### config.mk
export PLATFORM = sky130hd
export DESIGN_NAME = sbus_arb_monitor
export DESIGN_NICKNAME = d
export VERILOG_FILES = /design/src/rtl/sbam_pkg.sv /design/src/rtl/sbam_sync.sv /design/src/rtl/sbam_cond_det.sv /design/src/rtl/sbam_coll.sv /design/src/rtl/sbam_start_trig.sv /design/src/rtl/sbus_arb_monitor.sv
export SDC_FILE = /design/constraint.sdc
export NUM_CORES = 1
export LEC_CHECK = 0
export CAP_MARGIN = 20
export CORE_MARGIN = 3
export CORE_UTILIZATION = 38
export DETAILED_ROUTE_END_ITERATION = 12
export PLACE_DENSITY_LB_ADDON = 0.25
export SLEW_MARGIN = 20
export SYNTH_ARGS = -nofsm -noshare
export SYNTH_HDL_FRONTEND = slang
export SYNTH_SLANG_ARGS = --single-unit
### constraint.sdc
create_clock -name clk -period 1.5 [get_ports clk]
set_input_delay 0.15 -clock clk [delete_from_list [all_inputs] [get_ports clk]]
set_output_delay 0.15 -clock clk [all_outputs]
set_load 0.05 [all_outputs]
### src/rtl/sbam_pkg.sv
package sbam_pkg;

    localparam int LINE_W = 4;

    typedef struct packed {
        logic scl;
        logic sda;
        logic drv;
        logic rxd;
    } line_t;

    typedef enum logic {
        SMP_CLK_RISE = 1'b0,
        SMP_TIMER    = 1'b1
    } smp_src_e;

    typedef struct packed {
        logic     i2c_mode;
        smp_src_e smp_src;
        logic     byte_upd;
        logic     auto_clr;
        logic     start_on_fall;
    } cfg_t;

    typedef struct packed {
        logic scl_rise;
        logic start_cond;
        logic stop_cond;
        logic rxd_fall;
    } evt_t;

    function automatic logic rose(input logic now, input logic prev);
        return now & ~prev;
    endfunction

    function automatic logic fell(input logic now, input logic prev);
        return ~now & prev;
    endfunction

endpackage

### src/rtl/sbam_sync.sv
module sbam_sync #(
    parameter int                STAGES  = 2,
    parameter int                WIDTH   = 4,
    parameter logic [WIDTH-1:0]  RST_VAL = '1
) (
    input  logic             clk,
    input  logic             rst,
    input  logic [WIDTH-1:0] d,
    output logic [WIDTH-1:0] q
);
    logic [STAGES-1:0][WIDTH-1:0] chain;

    always_ff @(posedge clk) begin
        if (rst) begin
            chain <= {STAGES{RST_VAL}};
        end else begin
            chain[0] <= d;
            for (int i = 1; i < STAGES; i++) begin
                chain[i] <= chain[i-1];
            end
        end
    end

    assign q = chain[STAGES-1];
endmodule

### src/rtl/sbam_cond_det.sv
module sbam_cond_det
    import sbam_pkg::*;
(
    input  logic clk,
    input  logic rst,
    input  logic i2c_mode,
    input  evt_t evt,
    output logic bus_busy
);
    logic busy_q;

    always_ff @(posedge clk) begin
        if (rst) begin
            busy_q <= 1'b0;
        end else if (!i2c_mode) begin
            busy_q <= 1'b0;
        end else if (evt.start_cond) begin
            busy_q <= 1'b1;
        end else if (evt.stop_cond) begin
            busy_q <= 1'b0;
        end
    end

    assign bus_busy = busy_q;


    busy_needs_mode_chk: assert property (@(posedge clk) disable iff (rst)
        !i2c_mode |=> !bus_busy);


    busy_rise_cause_chk: assert property (@(posedge clk) disable iff (rst)
        $rose(bus_busy) |-> $past(evt.start_cond));
endmodule

### src/rtl/sbam_coll.sv
module sbam_coll
    import sbam_pkg::*;
(
    input  logic     clk,
    input  logic     rst,
    input  smp_src_e smp_src,
    input  logic     byte_upd,
    input  logic     auto_clr,
    input  logic     scl_rise,
    input  logic     tmr_uflow,
    input  logic     drv_lvl,
    input  logic     wire_lvl,
    input  logic     byte_end,
    input  logic     arb_clr,
    output logic     coll_pulse,
    output logic     tx_en_clr,
    output logic     arb_lost
);
    logic smp_evt;
    logic hit;
    logic arb_set;
    logic pend_q;
    logic coll_q;
    logic clr_q;
    logic arb_q;

    always_comb begin
        unique case (smp_src)
            SMP_TIMER:    smp_evt = tmr_uflow;
            default:      smp_evt = scl_rise;
        endcase
        hit     = smp_evt & drv_lvl & ~wire_lvl;
        arb_set = byte_upd ? (byte_end & (pend_q | hit)) : hit;
    end

    always_ff @(posedge clk) begin
        if (rst) begin
            coll_q <= 1'b0;
            clr_q  <= 1'b0;
            pend_q <= 1'b0;
            arb_q  <= 1'b0;
        end else begin
            coll_q <= hit;
            clr_q  <= hit & auto_clr;
            if (!byte_upd || byte_end) begin
                pend_q <= 1'b0;
            end else if (hit) begin
                pend_q <= 1'b1;
            end
            if (arb_set) begin
                arb_q <= 1'b1;
            end else if (arb_clr) begin
                arb_q <= 1'b0;
            end
        end
    end

    assign coll_pulse = coll_q;
    assign tx_en_clr  = clr_q;
    assign arb_lost   = arb_q;


    clr_with_coll_chk: assert property (@(posedge clk) disable iff (rst)
        tx_en_clr |-> coll_pulse);


    bit_mode_flag_chk: assert property (@(posedge clk) disable iff (rst)
        (coll_pulse && !$past(byte_upd)) |-> arb_lost);


    byte_mode_commit_chk: assert property (@(posedge clk) disable iff (rst)
        ($rose(arb_lost) && $past(byte_upd)) |-> $past(byte_end));
endmodule

### src/rtl/sbam_start_trig.sv
module sbam_start_trig
    import sbam_pkg::*;
(
    input  logic clk,
    input  logic rst,
    input  logic start_on_fall,
    input  logic tx_en,
    input  logic rxd_fall,
    output logic tx_start
);
    logic en_p;
    logic armed_q;
    logic start_q;
    logic en_rise;

    assign en_rise = rose(tx_en, en_p);

    always_ff @(posedge clk) begin
        if (rst) begin
            en_p    <= 1'b0;
            armed_q <= 1'b0;
            start_q <= 1'b0;
        end else begin
            en_p <= tx_en;
            if (!tx_en) begin
                armed_q <= 1'b0;
            end else if (en_rise && start_on_fall) begin
                armed_q <= 1'b1;
            end else if (armed_q && rxd_fall) begin
                armed_q <= 1'b0;
            end
            if (start_on_fall) begin
                start_q <= armed_q & tx_en & rxd_fall;
            end else begin
                start_q <= en_rise;
            end
        end
    end

    assign tx_start = start_q;


    start_single_chk: assert property (@(posedge clk) disable iff (rst)
        tx_start |=> !tx_start);


    start_needs_en_chk: assert property (@(posedge clk) disable iff (rst)
        tx_start |-> $past(tx_en));
endmodule

### src/rtl/sbus_arb_monitor.sv
module sbus_arb_monitor
    import sbam_pkg::*;
#(
    parameter int SYNC_STAGES = 2
) (
    input  logic clk,
    input  logic rst,
    input  logic cfg_i2c_mode,
    input  logic cfg_smp_timer,
    input  logic cfg_byte_upd,
    input  logic cfg_auto_clr,
    input  logic cfg_start_on_fall,
    input  logic scl_in,
    input  logic sda_in,
    input  logic sda_drv,
    input  logic rxd_in,
    input  logic tmr_uflow,
    input  logic byte_end,
    input  logic tx_en,
    input  logic arb_clr,
    output logic bus_busy,
    output logic arb_lost,
    output logic coll_pulse,
    output logic tx_en_clr,
    output logic tx_start
);
    localparam logic [LINE_W-1:0] IDLE_LINES = '1;

    cfg_t  cfg;
    line_t line_raw;
    line_t line_s;
    line_t line_p;
    evt_t  evt;

    assign cfg = '{i2c_mode:      cfg_i2c_mode,
                   smp_src:       smp_src_e'(cfg_smp_timer),
                   byte_upd:      cfg_byte_upd,
                   auto_clr:      cfg_auto_clr,
                   start_on_fall: cfg_start_on_fall};

    assign line_raw = '{scl: scl_in, sda: sda_in, drv: sda_drv, rxd: rxd_in};

    sbam_sync #(
        .STAGES  (SYNC_STAGES),
        .WIDTH   (LINE_W),
        .RST_VAL (IDLE_LINES)
    ) u_sync (
        .clk (clk),
        .rst (rst),
        .d   (line_raw),
        .q   (line_s)
    );

    always_ff @(posedge clk) begin
        if (rst) begin
            line_p <= IDLE_LINES;
        end else begin
            line_p <= line_s;
        end
    end

    always_comb begin
        evt.scl_rise   = rose(line_s.scl, line_p.scl);
        evt.start_cond = line_s.scl & line_p.scl & fell(line_s.sda, line_p.sda);
        evt.stop_cond  = line_s.scl & line_p.scl & rose(line_s.sda, line_p.sda);
        evt.rxd_fall   = fell(line_s.rxd, line_p.rxd);
    end

    sbam_cond_det u_cond (
        .clk      (clk),
        .rst      (rst),
        .i2c_mode (cfg.i2c_mode),
        .evt      (evt),
        .bus_busy (bus_busy)
    );

    sbam_coll u_coll (
        .clk        (clk),
        .rst        (rst),
        .smp_src    (cfg.smp_src),
        .byte_upd   (cfg.byte_upd),
        .auto_clr   (cfg.auto_clr),
        .scl_rise   (evt.scl_rise),
        .tmr_uflow  (tmr_uflow),
        .drv_lvl    (line_s.drv),
        .wire_lvl   (line_s.sda),
        .byte_end   (byte_end),
        .arb_clr    (arb_clr),
        .coll_pulse (coll_pulse),
        .tx_en_clr  (tx_en_clr),
        .arb_lost   (arb_lost)
    );

    sbam_start_trig u_trig (
        .clk           (clk),
        .rst           (rst),
        .start_on_fall (cfg.start_on_fall),
        .tx_en         (tx_en),
        .rxd_fall      (evt.rxd_fall),
        .tx_start      (tx_start)
    );


    reset_quiet_chk: assert property (@(posedge clk)
        $past(rst) |-> !(bus_busy | arb_lost | coll_pulse | tx_en_clr | tx_start));
endmodule

== Word-level counts from Yosys, hierarchy flattened ==
Index checks and enable logic that the tools add are counted.

* Output and inout bits: 5
* Register bits after elaboration: 19

* Reductions and logical operators: 10
* Mux-type cells: 9
* Bitwise gates (word level): 22

{| class="wikitable"
|+ Operators with widths
! cell !! count
|-
| $and 1x1->1 || 14
|-
| $mux 1 || 9
|-
| $not 1->1 || 7
|-
| $reduce_bool 2->1 || 3
|-
| $reduce_or 2->1 || 3
|-
| $logic_and 1x1->1 || 2
|-
| $logic_not 1->1 || 1
|-
| $logic_or 1x1->1 || 1
|-
| $or 1x1->1 || 1
|}

== Longest topological paths before layout ==
Gate-level depths: netlist of run 1.

* Depth in word-level cells: 9
* Gate-level depth with buffers: 3
* Gate-level depth less buffers: 3

== Hierarchy ==
Synthesis of run 1 repeated with hierarchy kept, for this count alone.

* Cell total of the unflattened synthesis: 61
* Area, all modules: 678.2 um2

{| class="wikitable"
|+ By module, submodules not included
! module !! cells an instance !! instances !! area each (um2) !! seq. area each (um2)
|-
| sbam_sync || 20 || 1 || 240.2 || 160.2
|-
| sbam_coll || 16 || 1 || 178.9 || 80.1
|-
| sbus_arb_monitor || 10 || 1 || 111.4 || 60.1
|-
| sbam_start_trig || 11 || 1 || 107.6 || 60.1
|-
| sbam_cond_det || 4 || 1 || 40.0 || 20.0
|}

== Least setup slack after synthesis of run 1 ==
Ideal clock, no wire load.

* Kind: flip-flop to flip-flop
* From: register u_sync.chain, in the netlist u_sync.q[3]
* To: register u_coll.pend_q
* Arrival: 1.338 ns
* Cell stages (with the launch flop): 4
* Period minus slack after synthesis: 1.437 ns
* Data required time: 1.400 ns
* Path buffers: 0
* Slack: 0.063 ns
* Cells stage by stage: dfxtp_1 -> or3b_1 -> a211o_1 -> a2111oi_4

* Cells in the longest elaborated chain, start to end: 4

{| class="wikitable"
|+ Ends and longest elaborated chain
! what !! line !! text
|-
| start: declaration || sbam_sync.sv:11 || <nowiki>logic [STAGES-1:0][WIDTH-1:0] chain;</nowiki>
|-
| start signal: assignment || sbam_sync.sv:15 || <nowiki>chain <= {STAGES{RST_VAL}};</nowiki>
|-
| start signal: indexed assignment || sbam_sync.sv:19 || <nowiki>chain[i] <= chain[i-1];</nowiki>
|-
| $and 1x1->1 || sbam_pkg.sv:33 || <nowiki>return now & ~prev;</nowiki>
|-
| $mux 1 || sbam_coll.sv:28 || <nowiki>unique case (smp_src)</nowiki>
|-
| $and 1x1->1 (2 in a row) || sbam_coll.sv:32 || <nowiki>hit = smp_evt & drv_lvl & ~wire_lvl;</nowiki>
|-
| end signal: assignment || sbam_coll.sv:40 || <nowiki>pend_q <= 1'b0;</nowiki>
|-
| end signal: assignment || sbam_coll.sv:46 || <nowiki>pend_q <= 1'b0;</nowiki>
|-
| end signal: assignment || sbam_coll.sv:48 || <nowiki>pend_q <= 1'b1;</nowiki>
|-
| end: declaration || sbam_coll.sv:22 || <nowiki>logic pend_q;</nowiki>
|}

No other way between the ends.
A chain may end at the register's enable or synchronous reset.

== Final worst setup path of run 1 ==
* From: register line_p[3] (netlist name)
* To: register u_coll.pend_q

* Cells in the longest elaborated chain, start to end: 5

{| class="wikitable"
|+ Ends and longest elaborated chain
! what !! line !! text
|-
| start: declaration || sbus_arb_monitor.sv:32 || <nowiki>line_t line_p;</nowiki>
|-
| start signal: assignment || sbus_arb_monitor.sv:58 || <nowiki>line_p <= line_s;</nowiki>
|-
| $not 1->1 || sbam_pkg.sv:33 ||
|-
| $and 1x1->1 || sbam_pkg.sv:33 ||
|-
| $mux 1 || sbam_coll.sv:28 ||
|-
| $and 1x1->1 (2 in a row) || sbam_coll.sv:32 ||
|}

No other way between the ends.

==> results of run 1 <==
==> cell usage after synthesis (all sizes together) <==
library cell / number / area share
nand3: 1 / 0.0079
nand2b: 2 / 0.020
a21boi: 1 / 0.012
a2111oi: 1 / 0.044
a211o: 1 / 0.014
and2: 1 / 0.0099
inv: 5 / 0.030
nor2b: 1 / 0.0099
o21bai: 1 / 0.012
o21ai: 2 / 0.016
and3b: 1 / 0.014
a32oi: 1 / 0.014
nand2: 3 / 0.018
or2: 11 / 0.11
o22ai: 1 / 0.0099
a21oi: 1 / 0.0079
nor2: 1 / 0.0059
nor3b: 1 / 0.012
or3b: 1 / 0.014
clkbuf: 1 / 0.0059
dfxtp: 19 / 0.60
o32ai: 1 / 0.014
==> where the power goes <==
group          switching, mW  internal (mW)  leakage, nW
registers            0.00601          0.521        0.156
logic                 0.0345         0.0558        0.190
clock network          0.138          0.103       0.0150
==> registers in the layout, indices dropped and copies added (netlist names) <==
signal	cells
u_cond.bus_busy	1
u_trig.armed_q	1
u_coll.tx_en_clr	1
u_coll.arb_lost	1
u_coll.pend_q	1
u_trig.tx_start	1
u_trig.en_p	1
line_p	3
u_sync.chain	4
u_coll.coll_pulse	1
u_sync.q	4
==> metal layers <==
metal	vias to the layer above	wire, µm	GRT usage
met5	-	0	0
met4	0	16	0.0497
met3	2	60	0.0345
met2	13	525	0.176
met1	215	419	0.123
li1	239	-	-
==> worst max-delay path: cells and delay by family (launching register included) <==
kind / cells / cell delay (ns)
AND/OR/NAND/NOR: 1 / 0.38
flip-flops: 1 / 0.33
AO/OA/AOI/OAI: 2 / 0.64
==> area by class of cell <==
type | instances | area share
clock buffer | 4 | 0.0299
inverter | 5 | 0.0213
timing repair buffer | 22 | 0.228
tap | 16 | 0.0228
sequential | 19 | 0.432
multi-input combinational | 33 | 0.266
==> kinds of logic (layout without fill, tap and decap cells) <==
group | count (synthesis) | in the layout
AND/OR/NAND/NOR | 23 | 23
AO/OA/AOI/OAI | 10 | 10
flip-flops | 19 | 19
buffers and inverters | 6 | 31
==> worst min-delay path by stage <==
stage | from | end | slack, ns | cells past startpoint
after floorplan | byte_end | u_coll.pend_q | 0.21 | 1
after global placement | u_sync.chain[0] | u_sync.q[0] | 0.39 | 1
after detailed placement | u_sync.chain[2] | u_sync.q[2] | 0.40 | 1
after CTS | cfg_i2c_mode | u_cond.bus_busy | 0.38 | 3
after global routing | cfg_i2c_mode | u_cond.bus_busy | 0.39 | 3
final | cfg_i2c_mode | u_cond.bus_busy | 0.39 | 3
==> results.sh, run 1 <==
export IMPL_final_fill_count=153
export IMPL_power_mw=0.859
export IMPL_final_core_utilization=0.571
export IMPL_fin_tns_setup_ns=0
export IMPL_first_iter_violations=0
export IMPL_setup_viol=0
export IMPL_postLayoutSetupSlackWorst_ns=0.0704
export IMPL_postRouteWirelength_um=1020
export IMPL_cp_end_kind="flip-flop"
export IMPL_cts_repair_resized=0
export IMPL_total_global_routing_overflow=0
export IMPL_timing_rr_start="line_p[3]"
export IMPL_final_critical_path_share_of_the_clock_period=0.953
export IMPL_post_route_cell_area_um2=880
export IMPL_r2r_end="u_coll.pend_q"
export IMPL_finalNetCount=99
export IMPL_hold_ws_ns=0.394
export IMPL_slowest_delay_ns=0.38
export IMPL_place_congestion=0.691
export IMPL_ioPinCount=20
export IMPL_die_area_um2=2190
export IMPL_core_area_um2=1540
export IMPL_setup_repair_after_global_routing_missed_its_margin="no"
export IMPL_synth_top_family_by_area="simple AND/OR/NAND/NOR gates"
export IMPL_register_bit_count_reported_by_yosys=19
export IMPL_power_density_nw_per_um2=977
export IMPL_drt_pass1_iterations=1
export IMPL_area_share_of_fa_ha_maj_cells_after_synthesis=0
export IMPL_vias=469
export IMPL_worstSetupEndpoint="u_coll.pend_q"
export IMPL_critPathRequiredTime_ns=1.70
export IMPL_startpoint="line_p[3]"
export IMPL_cts_root_buf="clkbuf_4"
export IMPL_multi_input_gate_area_in_the_final_layout_um2=234
export IMPL_first_global_vias=402
export IMPL_dp_slack_ns=-0.215
export IMPL_place_port_buffers=19
export IMPL_status="finished clean"
export IMPL_total_leakage_power_nw=0.361
export IMPL_layout_commonest_cell="dfxtp_1"
export IMPL_ctsHtreeMaxLevel=1
export IMPL_floorplan_die_height_um=46.8
export IMPL_post_synthesis_compound_gate_area_fraction=0.143
export IMPL_ys_seq_area_frac=0.602
export IMPL_drtAntennaViolNets=0
export IMPL_final_setup_skew_ns=0.00448
export IMPL_syn_num_nets=73
export IMPL_worst_path_max_fanout=3
export IMPL_cpMaxStageDelayCell="or3b_1"
export IMPL_postSynthCellCount=58
export IMPL_synth_warnings=0
export IMPL_synth_lib_cells_used_distinct=22
export IMPL_synth_avg_cell_area_um2=10.9
export IMPL_area_added_between_synthesis_and_finish_pct=39.2
export IMPL_crit_type="reg -> reg"
export IMPL_placement_rows=14
export IMPL_synthesis_area_um2=632
export IMPL_initial_core_util=0.410
export IMPL_hold_class="in -> reg"
export IMPL_post_dp_hpwl_um=810
export IMPL_antenna_violations_before_repair=0
export IMPL_timing_critical_path_cells="or3b_1 > a211o_1 > a2111oi_4"
export IMPL_cts_sink_count=19
export IMPL_layoutNonFillerInstCount=99
export IMPL_clock_fmax_mhz=699
export IMPL_dieWidth_um=46.8
export IMPL_placedInstanceArea_um2=848
export IMPL_clock_insertion_delay_worst_skew_ns=0.28
export IMPL_detail_routed_via_count_per_cell=4.74
export IMPL_finalMaxSlewViolations=0
export IMPL_synthXorXnorAreaFrac=0
export IMPL_max_slew_worst_pin_slew_ns=0.219
export IMPL_total_drc_errors_in_the_routed_layout=0
export IMPL_synth_mux_area_fraction=0
export IMPL_final_hold_viol_count=0
export IMPL_global_route_wire_length_before_repair_um=1620
export IMPL_slew_headroom=0.854
export IMPL_final_seq_area_um2=380
export IMPL_route_detailed_wl_per_inst_um=10.3
export IMPL_grt_use_total=0.106
export IMPL_rr_worst_depth=3
export IMPL_cts_buffers_inserted=3
export IMPL_cts_tree="done"
export IMPL_layout_cells_most_common_list="dfxtp_1, clkdlybuf4s50_1, or2_2"
export IMPL_min_period_ns=1.43
export IMPL_cts_setup_buffers=0
export IMPL_cts_buffer_depth=2
export IMPL_antennaDiodeCount=0
export IMPL_power_ir_vdd_worst_mv=0.536
export IMPL_clk_transition_reported_paths_ns=0.10
export IMPL_grt_max_degree=19
export IMPL_holdBufCountCts=0
export IMPL_critPathLaunchType="flip-flop"
export IMPL_cap_violations=0
export IMPL_reg2reg_setup_slack_ns=0.07
export IMPL_dp_cells=95
export IMPL_post_route_cells_drive_above_1_share=0.289
export IMPL_synth_simple_gate_area_frac=0.220
export IMPL_critPathArrivalTime_ns=1.63
Note: power is estimated with default switching activity, not from simulation.
==> inputs of run 2 (changes only) <==
--- a/config.mk
+++ b/config.mk
@@ -6,7 +6,7 @@
 export NUM_CORES = 1
 export LEC_CHECK = 0
 export CAP_MARGIN = 20
-export CORE_MARGIN = 3
+export CORE_MARGIN = 2
 export CORE_UTILIZATION = 38
 export DETAILED_ROUTE_END_ITERATION = 12
 export PLACE_DENSITY_LB_ADDON = 0.25
==> run 2 against run 1 <==
First-iteration DRC count up 5. Register-to-register slack better by 0.02 ns. Via count down 2.3%. Routed wire length down 1.5%. Clock skew down 0.0028 ns. Core utilization up 0.98 points. Sequential cell count unchanged. Non-clock buffer count up 1. Clock power up 3%. Final area up 0.57%. Highest routed layer is now met3. Critical endpoint is now u_coll.tx_en_clr.
==> results.sh, run 2 (synthesis gave the netlist of run 1 again) <==
export IMPL_crit_type="reg -> reg"
export IMPL_postRouteWirelength_um=1010
export IMPL_fin_tns_setup_ns=0
export IMPL_hold_class="in -> reg"
export IMPL_total_drc_errors_in_the_routed_layout=0
export IMPL_power_switching_share=0.215
export IMPL_intPower_mw=0.682
export IMPL_ctsHtreeMaxLevel=1
export IMPL_total_leakage_power_nw=0.364
export IMPL_floorplan_die_height_um=44.8
export IMPL_first_global_vias=435
export IMPL_post_route_cells_drive_above_1_share=0.310
export IMPL_cts_buffers_inserted=3
export IMPL_power_frac_clock=0.287
export IMPL_clock_fmax_mhz=710
export IMPL_global_route_wire_length_before_repair_um=1790
export IMPL_total_global_routing_overflow=0
export IMPL_startpoint="line_p[3]"
export IMPL_setup_repair_after_global_routing_missed_its_margin="no"
export IMPL_min_period_ns=1.41
export IMPL_hold_start="cfg_auto_clr"
export IMPL_finalNetCount=100
export IMPL_timing_rr_start="line_p[3]"
export IMPL_min_delay_path_depth=2
export IMPL_critPathLaunchType="flip-flop"
export IMPL_switching_power_mw=0.187
export IMPL_clock_insertion_delay_worst_skew_ns=0.29
export IMPL_status="finished clean"
export IMPL_die_area_um2=2000
export IMPL_final_hold_viol_count=0
export IMPL_clk_transition_reported_paths_ns=0.10
export IMPL_rr_worst_depth=4
export IMPL_cts_root_buf="clkbuf_4"
export IMPL_reg2reg_setup_slack_ns=0.09
export IMPL_place_port_buffers=19
export IMPL_setup_viol=0
export IMPL_post_dp_hpwl_um=742
export IMPL_detail_routed_via_count_per_cell=4.58
export IMPL_cp_end_kind="flip-flop"
export IMPL_placedInstanceArea_um2=848
export IMPL_first_iter_violations=5
export IMPL_cts_tree="done"
export IMPL_placement_rows=14
export IMPL_layout_commonest_cell="dfxtp_1"
export IMPL_r2r_end="u_coll.tx_en_clr"
export IMPL_place_congestion=0.694
export IMPL_ioPinCount=20
export IMPL_power_ir_vdd_worst_mv=0.557
export IMPL_pwr_share_comb=0.104
export IMPL_worst_path_max_fanout=3
export IMPL_grt_max_degree=16
export IMPL_cts_buffer_depth=2
export IMPL_post_route_cell_area_um2=885
export IMPL_core_area_um2=1520
export IMPL_vias=458
export IMPL_slew_headroom=0.842
export IMPL_critPathArrivalTime_ns=1.63
export IMPL_initial_core_util=0.415
export IMPL_finalMaxSlewViolations=0
export IMPL_drt_pass1_iterations=4
export IMPL_power_share_sequential=0.609
export IMPL_layout_cells_most_common_list="dfxtp_1, clkdlybuf4s50_1, or2_2"
export IMPL_worstSetupEndpoint="u_coll.tx_en_clr"
export IMPL_dieWidth_um=44.8
export IMPL_cap_violations=0
export IMPL_critPathRequiredTime_ns=1.72
export IMPL_power_density_nw_per_um2=981
export IMPL_cts_sink_count=19
export IMPL_final_critical_path_share_of_the_clock_period=0.939
export IMPL_final_setup_skew_ns=0.00173
export IMPL_holdBufCountCts=0
export IMPL_antennaDiodeCount=0
export IMPL_route_detailed_wl_per_inst_um=10.1
export IMPL_max_slew_worst_pin_slew_ns=0.236
export IMPL_grt_use_total=0.130
export IMPL_area_added_between_synthesis_and_finish_pct=40.0
export IMPL_drtAntennaViolNets=0
export IMPL_antenna_violations_before_repair=0
## run 2: cell types whose count changed in the layout (fill, tap and decap cells not counted)
cell,delta
dfxtp_1,-2
dfxtp_2,+2
buf_4,+1
nor3b_1,+1
nor3b_2,-1
## run 2: metrics by stage
| stage | hold WS (ns) | worst slack, ns | instances | total power, mW | util |
|---|---|---|---|---|---|
| floorplan | 0.214 | 0.0626 | 58 | 0.575 | - |
| global placement | 0.393 | -0.186 | 95 | 0.627 | 0.557 |
| detailed placement | 0.399 | -0.221 | 95 | 0.630 | 0.557 |
| CTS | 0.404 | 0.0160 | 99 | 0.877 | 0.574 |
| global route | 0.400 | 0.00466 | 100 | 0.921 | 0.580 |
| finish | 0.411 | 0.0921 | 100 | 0.868 | 0.580 |
## run 2: timing repair
item / in CTS / in global routing
buffers inserted: 0 / 1
gates resized for setup: 0 / 2
endpoints found under the setup margin: 0 / 2
## run 2: critical path: stages, from the launching register on
cell and delay (ns):
dfxtp_2 0.33, or3b_1 0.36, a211o_1 0.31, buf_4 0.16
nor3b_1 0.17
## run 2: area by class of cell
cell class | instances | area [µm²]
fill | 145 | 639
multi-input combinational | 33 | 229
inverter | 5 | 18.8
clock buffer | 4 | 26.3
tap | 16 | 20.0
sequential | 19 | 383
timing repair buffer | 23 | 208
## run 2: power by group through the flow
stage | sequential [mW] | clock (mW) | combinational, mW
after floorplan | 0.547 | 0 | 0.0283
after global placement | 0.539 | 0 | 0.0880
after detailed placement | 0.540 | 0 | 0.0901
after CTS | 0.528 | 0.258 | 0.0905
after global routing | 0.531 | 0.291 | 0.0994
final | 0.528 | 0.249 | 0.0906
## run 2: routing by layer
| layer | share of wire | vias to the layer above | track usage |
|---|---|---|---|
| li1 | - | 242 | - |
| met1 | 0.48 | 200 | 0.163 |
| met4 | 0 | 0 | 0.0882 |
| met2 | 0.45 | 16 | 0.186 |
| met5 | 0 | - | 0 |
| met3 | 0.071 | 0 | 0.0480 |
## run 2: worst min path at each step
stage | end | slack, ns
5_1_grt | u_coll.tx_en_clr | 0.40
6_report | u_coll.tx_en_clr | 0.41
3_5_place_dp | u_sync.q[2] | 0.40
4_1_cts | u_sync.chain[2] | 0.40
2_1_floorplan | u_coll.pend_q | 0.21
3_3_place_gp | u_sync.q[2] | 0.39
